`src/rtl/mb_pkg.sv`:
```
package mb_pkg;
  typedef enum logic [0:0] {
    MB_IDLE  = 1'b0,
    MB_DRAIN = 1'b1
  } mb_state_e;
endpackage

```
`src/rtl/mb_match.sv`:
```
module mb_match #(
  parameter int DEPTH  = 16,
  parameter int LINE_W = 42
) (
  input  logic                         clk,
  input  logic                         rst_n,
  input  logic [DEPTH-1:0][LINE_W-1:0] lines,
  input  logic [DEPTH-1:0]             valid,
  input  logic [LINE_W-1:0]            probe,
  output logic                         hit
);
  logic [DEPTH-1:0] hit_vec;

  for (genvar i = 0; i < DEPTH; i++) begin : g_cmp
    assign hit_vec[i] = valid[i] && (lines[i] == probe);
  end

  assign hit = |hit_vec;

  // merging keeps entries unique, so at most one entry can match
  a_r4_unique_hit: assert property (@(posedge clk) disable iff (!rst_n)
    $onehot0(hit_vec));
endmodule

```
`src/rtl/mb_store.sv`:
```
module mb_store #(
  parameter int DEPTH  = 16,
  parameter int LINE_W = 42,
  localparam int IDX_W = (DEPTH > 1) ? $clog2(DEPTH) : 1,
  localparam int CW    = IDX_W + 1
) (
  input  logic                         clk,
  input  logic                         rst_n,
  input  logic                         wr_en,
  input  logic [LINE_W-1:0]            wr_line,
  input  logic                         clr,
  output logic [DEPTH-1:0][LINE_W-1:0] lines,
  output logic [DEPTH-1:0]             valid,
  output logic [CW-1:0]                count,
  output logic                         full
);
  always_ff @(posedge clk) begin
    if (!rst_n) begin
      count <= '0;
    end else if (clr) begin
      count <= '0;
    end else if (wr_en) begin
      count <= count + 1'b1;
    end
  end

  for (genvar i = 0; i < DEPTH; i++) begin : g_ent
    always_ff @(posedge clk) begin
      if (!rst_n) begin
        lines[i] <= '0;
      end else if (wr_en && !clr && (count == CW'(i))) begin
        lines[i] <= wr_line;
      end
    end
    assign valid[i] = (count > CW'(i));
  end

  assign full = (count == CW'(DEPTH));

  a_r7_count_bound: assert property (@(posedge clk) disable iff (!rst_n)
    count <= CW'(DEPTH));
  a_r7_no_write_full: assert property (@(posedge clk) disable iff (!rst_n)
    wr_en |-> !full);
endmodule

```
`src/rtl/mb_drain.sv`:
```
module mb_drain #(
  parameter int DEPTH  = 16,
  parameter int LINE_W = 42,
  parameter int CORE_W = 6,
  localparam int IDX_W = (DEPTH > 1) ? $clog2(DEPTH) : 1,
  localparam int CW    = IDX_W + 1
) (
  input  logic                         clk,
  input  logic                         rst_n,
  input  logic                         cmd_fire,
  input  logic [CORE_W-1:0]            cmd_dest,
  input  logic                         alloc_now,
  input  logic [CW-1:0]                count,
  input  logic [DEPTH-1:0][LINE_W-1:0] lines,
  output logic                         busy,
  output logic                         push_valid,
  input  logic                         push_ready,
  output logic [LINE_W-1:0]            push_line,
  output logic [CORE_W-1:0]            push_dest,
  output logic                         clr,
  output logic                         done
);
  import mb_pkg::*;

  mb_state_e          state;
  logic [IDX_W-1:0]   rd_idx;
  logic [CORE_W-1:0]  dest_q;
  logic               last;

  assign busy       = (state == MB_DRAIN);
  assign push_valid = busy;
  assign push_line  = lines[rd_idx];
  assign push_dest  = dest_q;
  assign last       = ({1'b0, rd_idx} == (count - 1'b1));
  assign clr        = busy && push_ready && last;

  always_ff @(posedge clk) begin
    if (!rst_n) begin
      state  <= MB_IDLE;
      rd_idx <= '0;
      dest_q <= '0;
      done   <= 1'b0;
    end else begin
      done <= 1'b0;
      case (state)
        MB_IDLE: begin
          if (cmd_fire) begin
            dest_q <= cmd_dest;
            rd_idx <= '0;
            if ((count == '0) && !alloc_now) begin
              done <= 1'b1;
            end else begin
              state <= MB_DRAIN;
            end
          end
        end
        MB_DRAIN: begin
          if (push_ready) begin
            if (last) begin
              state <= MB_IDLE;
              done  <= 1'b1;
            end else begin
              rd_idx <= rd_idx + 1'b1;
            end
          end
        end
        default: state <= MB_IDLE;
      endcase
    end
  end

  // a stalled request holds its content
  a_r6_hold: assert property (@(posedge clk) disable iff (!rst_n)
    (push_valid && !push_ready) |=>
      (push_valid && $stable(push_line) && $stable(push_dest)));
  // a drain never starts with nothing to emit
  a_r5_nonempty_drain: assert property (@(posedge clk) disable iff (!rst_n)
    push_valid |-> (count != '0));
endmodule

```
`src/rtl/marshal_buf.sv`:
```
module marshal_buf #(
  parameter int ADDR_W     = 48,
  parameter int LINE_BYTES = 64,
  parameter int DEPTH      = 16,
  parameter int CORE_W     = 6,
  parameter int OVF_W      = 8
) (
  input  logic              clk,
  input  logic              rst_n,
  input  logic              st_valid,
  output logic              st_ready,
  input  logic [ADDR_W-1:0] st_addr,
  input  logic              st_gen,
  input  logic              cmd_valid,
  output logic              cmd_ready,
  input  logic [CORE_W-1:0] cmd_dest,
  output logic              push_valid,
  input  logic              push_ready,
  output logic [ADDR_W-1:0] push_addr,
  output logic [CORE_W-1:0] push_dest,
  output logic              done,
  output logic [OVF_W-1:0]  ovf_count
);
  localparam int OFF_W  = $clog2(LINE_BYTES);
  localparam int LINE_W = ADDR_W - OFF_W;
  localparam int IDX_W  = (DEPTH > 1) ? $clog2(DEPTH) : 1;
  localparam int CW     = IDX_W + 1;

  logic [DEPTH-1:0][LINE_W-1:0] lines;
  logic [DEPTH-1:0]             valid;
  logic [CW-1:0]                count;
  logic                         full, hit, busy, clr;
  logic                         st_fire, gen_fire, alloc, drop, cmd_fire;
  logic [LINE_W-1:0]            probe, push_line;
  logic                         unused_offset;

  assign probe         = st_addr[ADDR_W-1:OFF_W];
  assign unused_offset = ^st_addr[OFF_W-1:0];

  assign st_ready  = !busy;
  assign cmd_ready = !busy;
  assign st_fire   = st_valid && st_ready;
  assign gen_fire  = st_fire && st_gen;
  assign alloc     = gen_fire && !hit && !full;
  assign drop      = gen_fire && !hit && full;
  assign cmd_fire  = cmd_valid && cmd_ready;

  mb_match #(.DEPTH(DEPTH), .LINE_W(LINE_W)) u_match (
    .clk(clk), .rst_n(rst_n), .lines(lines), .valid(valid),
    .probe(probe), .hit(hit)
  );

  mb_store #(.DEPTH(DEPTH), .LINE_W(LINE_W)) u_store (
    .clk(clk), .rst_n(rst_n), .wr_en(alloc), .wr_line(probe), .clr(clr),
    .lines(lines), .valid(valid), .count(count), .full(full)
  );

  mb_drain #(.DEPTH(DEPTH), .LINE_W(LINE_W), .CORE_W(CORE_W)) u_drain (
    .clk(clk), .rst_n(rst_n), .cmd_fire(cmd_fire), .cmd_dest(cmd_dest),
    .alloc_now(alloc), .count(count), .lines(lines), .busy(busy),
    .push_valid(push_valid), .push_ready(push_ready), .push_line(push_line),
    .push_dest(push_dest), .clr(clr), .done(done)
  );

  assign push_addr = {push_line, {OFF_W{1'b0}}};

  always_ff @(posedge clk) begin
    if (!rst_n) begin
      ovf_count <= '0;
    end else if (drop && (ovf_count != '1)) begin
      ovf_count <= ovf_count + 1'b1;
    end
  end

  // the loss counter moves only when the buffer was full
  a_r7_ovf_only_full: assert property (@(posedge clk) disable iff (!rst_n)
    (ovf_count != $past(ovf_count)) |-> $past(full));
  // no store or command is taken while requests are outstanding
  a_r10_blocked: assert property (@(posedge clk) disable iff (!rst_n)
    push_valid |-> (!st_ready && !cmd_ready));
  // completion leaves the buffer empty and the stream idle
  a_r8_done_empty: assert property (@(posedge clk) disable iff (!rst_n)
    done |-> ((count == '0) && !push_valid));
  // a drain cannot start and complete in the command cycle
  a_r9_done_after_cmd: assert property (@(posedge clk) disable iff (!rst_n)
    $rose(push_valid) |-> !done);
endmodule

```
`config.mk`:
```
export PLATFORM = sky130hd
export DESIGN_NAME = marshal_buf
export DESIGN_NICKNAME = d
export VERILOG_FILES = /design/src/rtl/mb_pkg.sv /design/src/rtl/mb_match.sv /design/src/rtl/mb_store.sv /design/src/rtl/mb_drain.sv /design/src/rtl/marshal_buf.sv
export SDC_FILE = /design/constraint.sdc
export NUM_CORES = 2
export LEC_CHECK = 0
export ABC_CLOCK_PERIOD_IN_PS = 5300
export BUFFER_PORTS_ARGS = -buffer_cell sky130_fd_sc_hd__buf_2
export CAP_MARGIN = 25
export CORE_MARGIN = 2
export CORE_UTILIZATION = 45
export DETAILED_ROUTE_END_ITERATION = 10
export HOLD_SLACK_MARGIN = 0.1
export REMOVE_ABC_BUFFERS = 1
export SYNTH_ARGS = -nofsm -noshare
export SYNTH_HDL_FRONTEND = slang
export SYNTH_SLANG_ARGS = --single-unit
```
`constraint.sdc`:
```
create_clock -name clk -period 5.3 [get_ports clk]
set_clock_uncertainty 0.05 [all_clocks]
set_input_delay 1.06 -clock clk [delete_from_list [all_inputs] [get_ports clk]]
set_output_delay 1.06 -clock clk [all_outputs]
set_load 0.03 [all_outputs]
```
After elaboration in Yosys (flattened, before gate mapping)
Cells that the tools add are included.
W data, S select, Z words.

word-level totals
  word-level logic and storage cells = 151
  flip-flop bits (word level) = 697
  bits of input ports = 60

operators by class
  bitwise operators = 2
  multiplexer cells = 16
  reduce and logical (&&, ||, !) cells = 53
  $add $sub $neg = 4
  eq/ne operators = 37
  $lt $le $gt $ge = 17

operators with widths
  cell                   count
  $eq A42 B42 Y1         16
  $bmux W42 S4           1
  $logic_and A1 B1 Y1    43
  $mux W42               1
  $eq A5 B4 Y1 const B   8
  $gt A5 B4 Y1 const B   8
  $eq A5 B3 Y1 const B   4
  $gt A5 B3 Y1 const B   4
  $reduce_or A16 Y1      1
  $mux W4                3
  $eq A5 B2 Y1 const B   2
  $gt A5 B1 Y1 const B   2
  $gt A5 B2 Y1 const B   2
  $add A8 B1 Y8 const B  1
  $mux W1                8
  $ne A8 B8 Y1 const B   1
  $pmux W4 S2            1
  $ne A2 B2 Y1 const B   3
  $add A5 B1 Y5 const B  1
  $eq A4 B5 Y1           1
  $eq A5 B1 Y1 const B   1
  $eq A5 B5 Y1 const B   1
  $logic_not A1 Y1       5
  $logic_not A5 Y1       1
  other kinds (8)        10

Depth between registers and ports, before layout
  word-level depth = 11
  mapped depth = 14
  mapped depth without buffers = 10

Hierarchy
From an unflattened synthesis, not the netlist that was laid out.

second synthesis, totals
  cell total of the unflattened synthesis = 3797
  area, all modules = 38594.5 um^2

by module, submodules not included
  module       times used  area each (um^2)  cells each
  mb_store     1           24503.5           2382
  mb_match     1           7950.1            1020
  mb_drain     1           5661.7            337
  marshal_buf  1           479.2             58

Worst setup path after synthesis
No wires, ideal clock.

  path type = reg2out
  from = register u_drain.rd_idx[0]
  to = output port push_addr[21]
  cell stages (with the launch flop) = 9
  setup slack = 1.696 ns
  data required time = 4.190 ns
  data arrival time = 2.494 ns
  cell sequence = dfxtp_1 > clkbuf_1 > clkbuf_1 > clkbuf_1 > clkbuf_1 > mux2i_1 > a21oi_1 > a22oi_1 > nand2_1

on the way
  longest elaborated chain between the ends = 2

ends and longest elaborated chain
  item                            RTL line           source
  from (decl)                     mb_drain.sv:26     logic [IDX_W-1:0] rd_idx;
  from (signal assigned)          mb_drain.sv:63     rd_idx <= rd_idx + 1'b1;
  $bmux W42 S4                    mb_drain.sv:32     assign push_line = lines[rd_idx];
  $mux W42 (not written as such)  mb_drain.sv:32
  to (decl)                       marshal_buf.sv:19  output logic [ADDR_W-1:0] push_addr,

No other way between the ends. The select of a mux whose other input is x is not followed.

Worst setup path after layout
  from = register u_store.count[0]
  to = register u_store.lines[528] (netlist bit)

on the way
  longest elaborated chain between the ends = 8

ends and longest elaborated chain
  item                                        RTL line           source
  from (decl)                                 mb_store.sv:14     output logic [CW-1:0] count,
  from (signal assigned)                      mb_store.sv:23     count <= count + 1'b1;
  $gt A5 B1 Y1, or another cell as far along  mb_store.sv:35     assign valid[i] = (count > CW'(i));
  $logic_and A1 B1 Y1                         mb_match.sv:15     assign hit_vec[i] = valid[i] && (lines[i] == probe);
  $reduce_or A16 Y1                           mb_match.sv:18     assign hit = |hit_vec;
  $logic_not A1 Y1                            marshal_buf.sv:44  assign alloc = gen_fire && !hit && !full;
  $logic_and A1 B1 Y1 (2 in series)           marshal_buf.sv:44
  $logic_and A1 B1 Y1                         mb_store.sv:31     end else if (wr_en && !clr && (count == CW'(i))) begin
  $logic_and A1 B1 Y1 (*)                     mb_store.sv:31
  to (signal, indexed assignment)             mb_store.sv:32     lines[i] <= wr_line;
  to (decl)                                   mb_store.sv:12     output logic [DEPTH-1:0][LINE_W-1:0] lines,

Mark *: on every way between the ends. The rest lies on a longest branch, timed or not.
A chain may end at the register's enable or synchronous reset.

==> flow_summary.toml <==
[worst_hold_path]
timing.hold.worst.start = "u_drain.push_dest[4]$_SDFFE_PN0P_"
min_path_type = "flip-flop to flip-flop"
whs_path_depth = 2
worstHoldEndpoint = "u_drain.push_dest[4]$_SDFFE_PN0P_"

[sta]
fin_hold_ws_ns = 0.406
period_share = 0.854
finalSetupViolCount = 0
rsz0062_at_grt = "no"
hold_viol_final = 0
finalCriticalPeriod_ns = 4.53
worst_slack_ns = 0.773
max_slew_margin = 0.223
drv_slew = 0
clock.fmax_mhz = 221
worst_slew_pin_slew_ns = 1.16

[global_routing]
grt_pass1_wl_um = 242000
track_usage = 0.383
overflow = 0
grt_max_degree = 98
grt_pass1_vias = 30400
antenna_found_initial = 10

[synth]
syn_area_um2 = 39100
syn-instance-count = 4078
synth_edf_count = 0
yosys-top-cells-count = "nand2_1, mux2i_1, dfxtp_1"
synth_area_leaders = "dfxtp_1, mux2i_1, xor2_1"
ys.flop_type = "dfxtp_1"
yosysSeqAreaShare = 0.356
yosys_warnings = 0
ys_ff_latch = 697
yosysMostFrequentCell = "nand2_1"
ys_async_sr_fraction = 0
yosys.area.top_type = "dfxtp_1"
synth.distinct_cells = 64
yosysTopAreaCellShare = 0.356
syn_avg_cell_area_um2 = 9.60

[setup_path]
critPathMaxFanout = 11
crit_required_ns = 5.81
r2r_start = "u_store.count[0]$_SDFFE_PP0P_"
crit_chain = "ha_1, inv_1, nor3_1, ha_1, or4_1, nor4_1, buf_4, o22ai_1, o2111ai_4, buf_4, nor3_4, buf_4, mux2i_1"
end_kind = "flip-flop"
crit_type = "flip-flop to flip-flop"
critical-path-max-stage-delay_ns = 0.73
crit_top_cell = "buf_4"
worstRegToRegCells = 13
r2r_end = "u_store.lines[528]$_SDFFE_PN0P_"
rrSetupSlack_ns = 0.77
path_buf_inv = 4
cp_slowest_cell = "nor3_4"
crit_family = "simple AND/OR/NAND/NOR gates"
cp.arrival_ns = 5.04
startpoint_type = "flip-flop"

[routing]
num_vias = 32800
antenna_left = 0
drc_errors = 0
wirelength_um = 175000
detail_route.vias_per_cell = 6.11
wl_per_cell_um = 32.6
drtIter0Drc = 4388
dr.pass1.iters = 5

[placed_design]
hpwl_um = 132000
gp_congestion = 1.07
io_buffers = 113
dp_slack_ns = 0.295
postPlaceCellArea_um2 = 41800

[run]
drv_cap = 0

[floorplanning]
die_area_um2 = 89400
num_rows = 108
fp.dieH_um = 299
start_util = 0.453
core_um2 = 86500
die_w_um = 299
io_pins = 126

[cts]
clockBufferDepth = 3
cts_sinks = 697
cts_setup_buffers = 0
ctsResizeCount = 0
htree_num_levels = 3
cts_buffers = 81
cts_tree = "yes"
hold_buffers = 0
cts_root_buffer = "clkbuf_16"
insertion_delay_ns = 0.65
clk_pin_slew_worst_paths_ns = 0.06

[layout]
design_area_um2 = 44500
syn2layout_area_growth_pct = 13.7
nets = 4226
drive_gt1_frac = 0.153

[pwr]
powerDensity_nw_per_um2 = 282
power_frac_seq = 0.423
p_sw_uw = 3450
p_int_uw = 9120
irDropWorstVdd_v = 0.000241
leakage_uw = 0.0175
p_comb_frac = 0.111
p_sw_frac = 0.274
pwr-share-clk = 0.466

[status]
status = "completed"
[area by class of cell]
cell class                      instances  area, µm²
Timing Repair Buffer                  358       3080
Fill cell                            8043      42000
Tap cell                             1155       1450
Clock inverter                         30        370
Multi-Input combinational cell       2995      23200
Antenna cell                            1       2.50
Sequential cell                       697      14000
Clock buffer                          112       2340
Inverter                               25       93.8
[layer usage]
layer | vias up | track usage | part of all wire
li1 | 14200 | - | -
met1 | 16400 | 0.519 | 0.41
met2 | 1773 | 0.565 | 0.42
met3 | 371 | 0.0779 | 0.096
met4 | 10 | 0.220 | 0.071
met5 | - | 0 | 0.00036
[per-stage QoR]
step	setup TNS [ns]	cells	power [µW]	util
2_1_floorplan	-334.90	3717	6010	-
3_3_place_gp	0	5226	6770	0.483
3_5_place_dp	0	5229	6770	0.483
4_1_cts	0	5371	12500	0.515
5_1_grt	0	5372	12800	0.515
6_report	0	5373	12600	0.515
[state kept, by name (all words and copies together) (netlist names)]
register / count
u_drain.push_dest: 6
u_store.lines: 672
ovf_count: 8
u_store.count: 5
u_drain.done: 1
u_drain.busy: 1
u_drain.rd_idx: 4
[kinds of logic (layout without fill, tap and decap cells)]
family | after synthesis | count (layout) | synth area share
AND/OR/NAND/NOR | 1117 | 1117 | 0.129
multiplexers | 931 | 931 | 0.266
flip-flops | 697 | 697 | 0.356
XOR/XNOR | 664 | 664 | 0.149
buffers and inverters | 391 | 525 | 0.0521
AO/OA/AOI/OAI | 269 | 269 | 0.0451
adder cells (fa/ha/maj) | 8 | 8 | 0.00256
other | 1 | 7 | 0.0000958
[power groups by stage]
| stage | Clock, µW | Sequential [µW] | Combinational, µW |
|---|---|---|---|
| floorplan | 0 | 5460 | 551 |
| global placement | 0 | 5430 | 1350 |
| detailed placement | 0 | 5430 | 1340 |
| CTS | 5880 | 5310 | 1350 |
| global route | 6080 | 5320 | 1400 |
| finish | 5860 | 5310 | 1390 |
[worst max path at each step]
stage	startpoint	cells past startpoint	slack [ns]	end
after global placement	st_addr[12]	12	0.29	u_store.lines[527]$_SDFFE_PN0P_
after detailed placement	st_addr[12]	12	0.30	u_store.lines[528]$_SDFFE_PN0P_
final	u_store.count[0]$_SDFFE_PP0P_	13	0.77	u_store.lines[528]$_SDFFE_PN0P_
after floorplan	u_drain.rd_idx[0]$_SDFFE_PN0P_	5	-5.87	push_addr[15]
after global routing	u_store.count[1]$_SDFFE_PP0P_	13	0.73	u_store.lines[539]$_SDFFE_PN0P_
after CTS	u_drain.rd_idx[0]$_SDFFE_PN0P_	7	0.92	push_addr[14]
[worst register-to-register path, delay by kind of cell (launching register included)]
| family | cells | cell delay (ns) |
|---|---|---|
| AOI/OAI and AO/OA | 2 | 0.61 |
| adders and majority gates | 2 | 0.68 |
| buffers and inverters | 4 | 0.97 |
| DFF | 1 | 0.63 |
| muxes | 1 | 0.19 |
| and+or+nand+nor | 4 | 1.32 |
[placed cells by master (no fill, tap or decap), drive strengths merged, types with 10 or more instances in the layout]
cell type	Yosys	routed
clkinv	0	17
mux2	42	42
mux2i	805	805
o21ai	91	91
xor2	516	516
nor2	19	19
nand2b	10	10
nand2	811	811
xnor2	148	148
dfxtp	697	697
mux4	84	84
a221oi	44	44
buf	192	358
a21oi	56	56
a22oi	42	42
inv	25	28
nand4	63	63
nor3	22	22
clkbuf	174	112
nor4	140	140
nand3	21	21
Power figures use the tool's default switching activity.
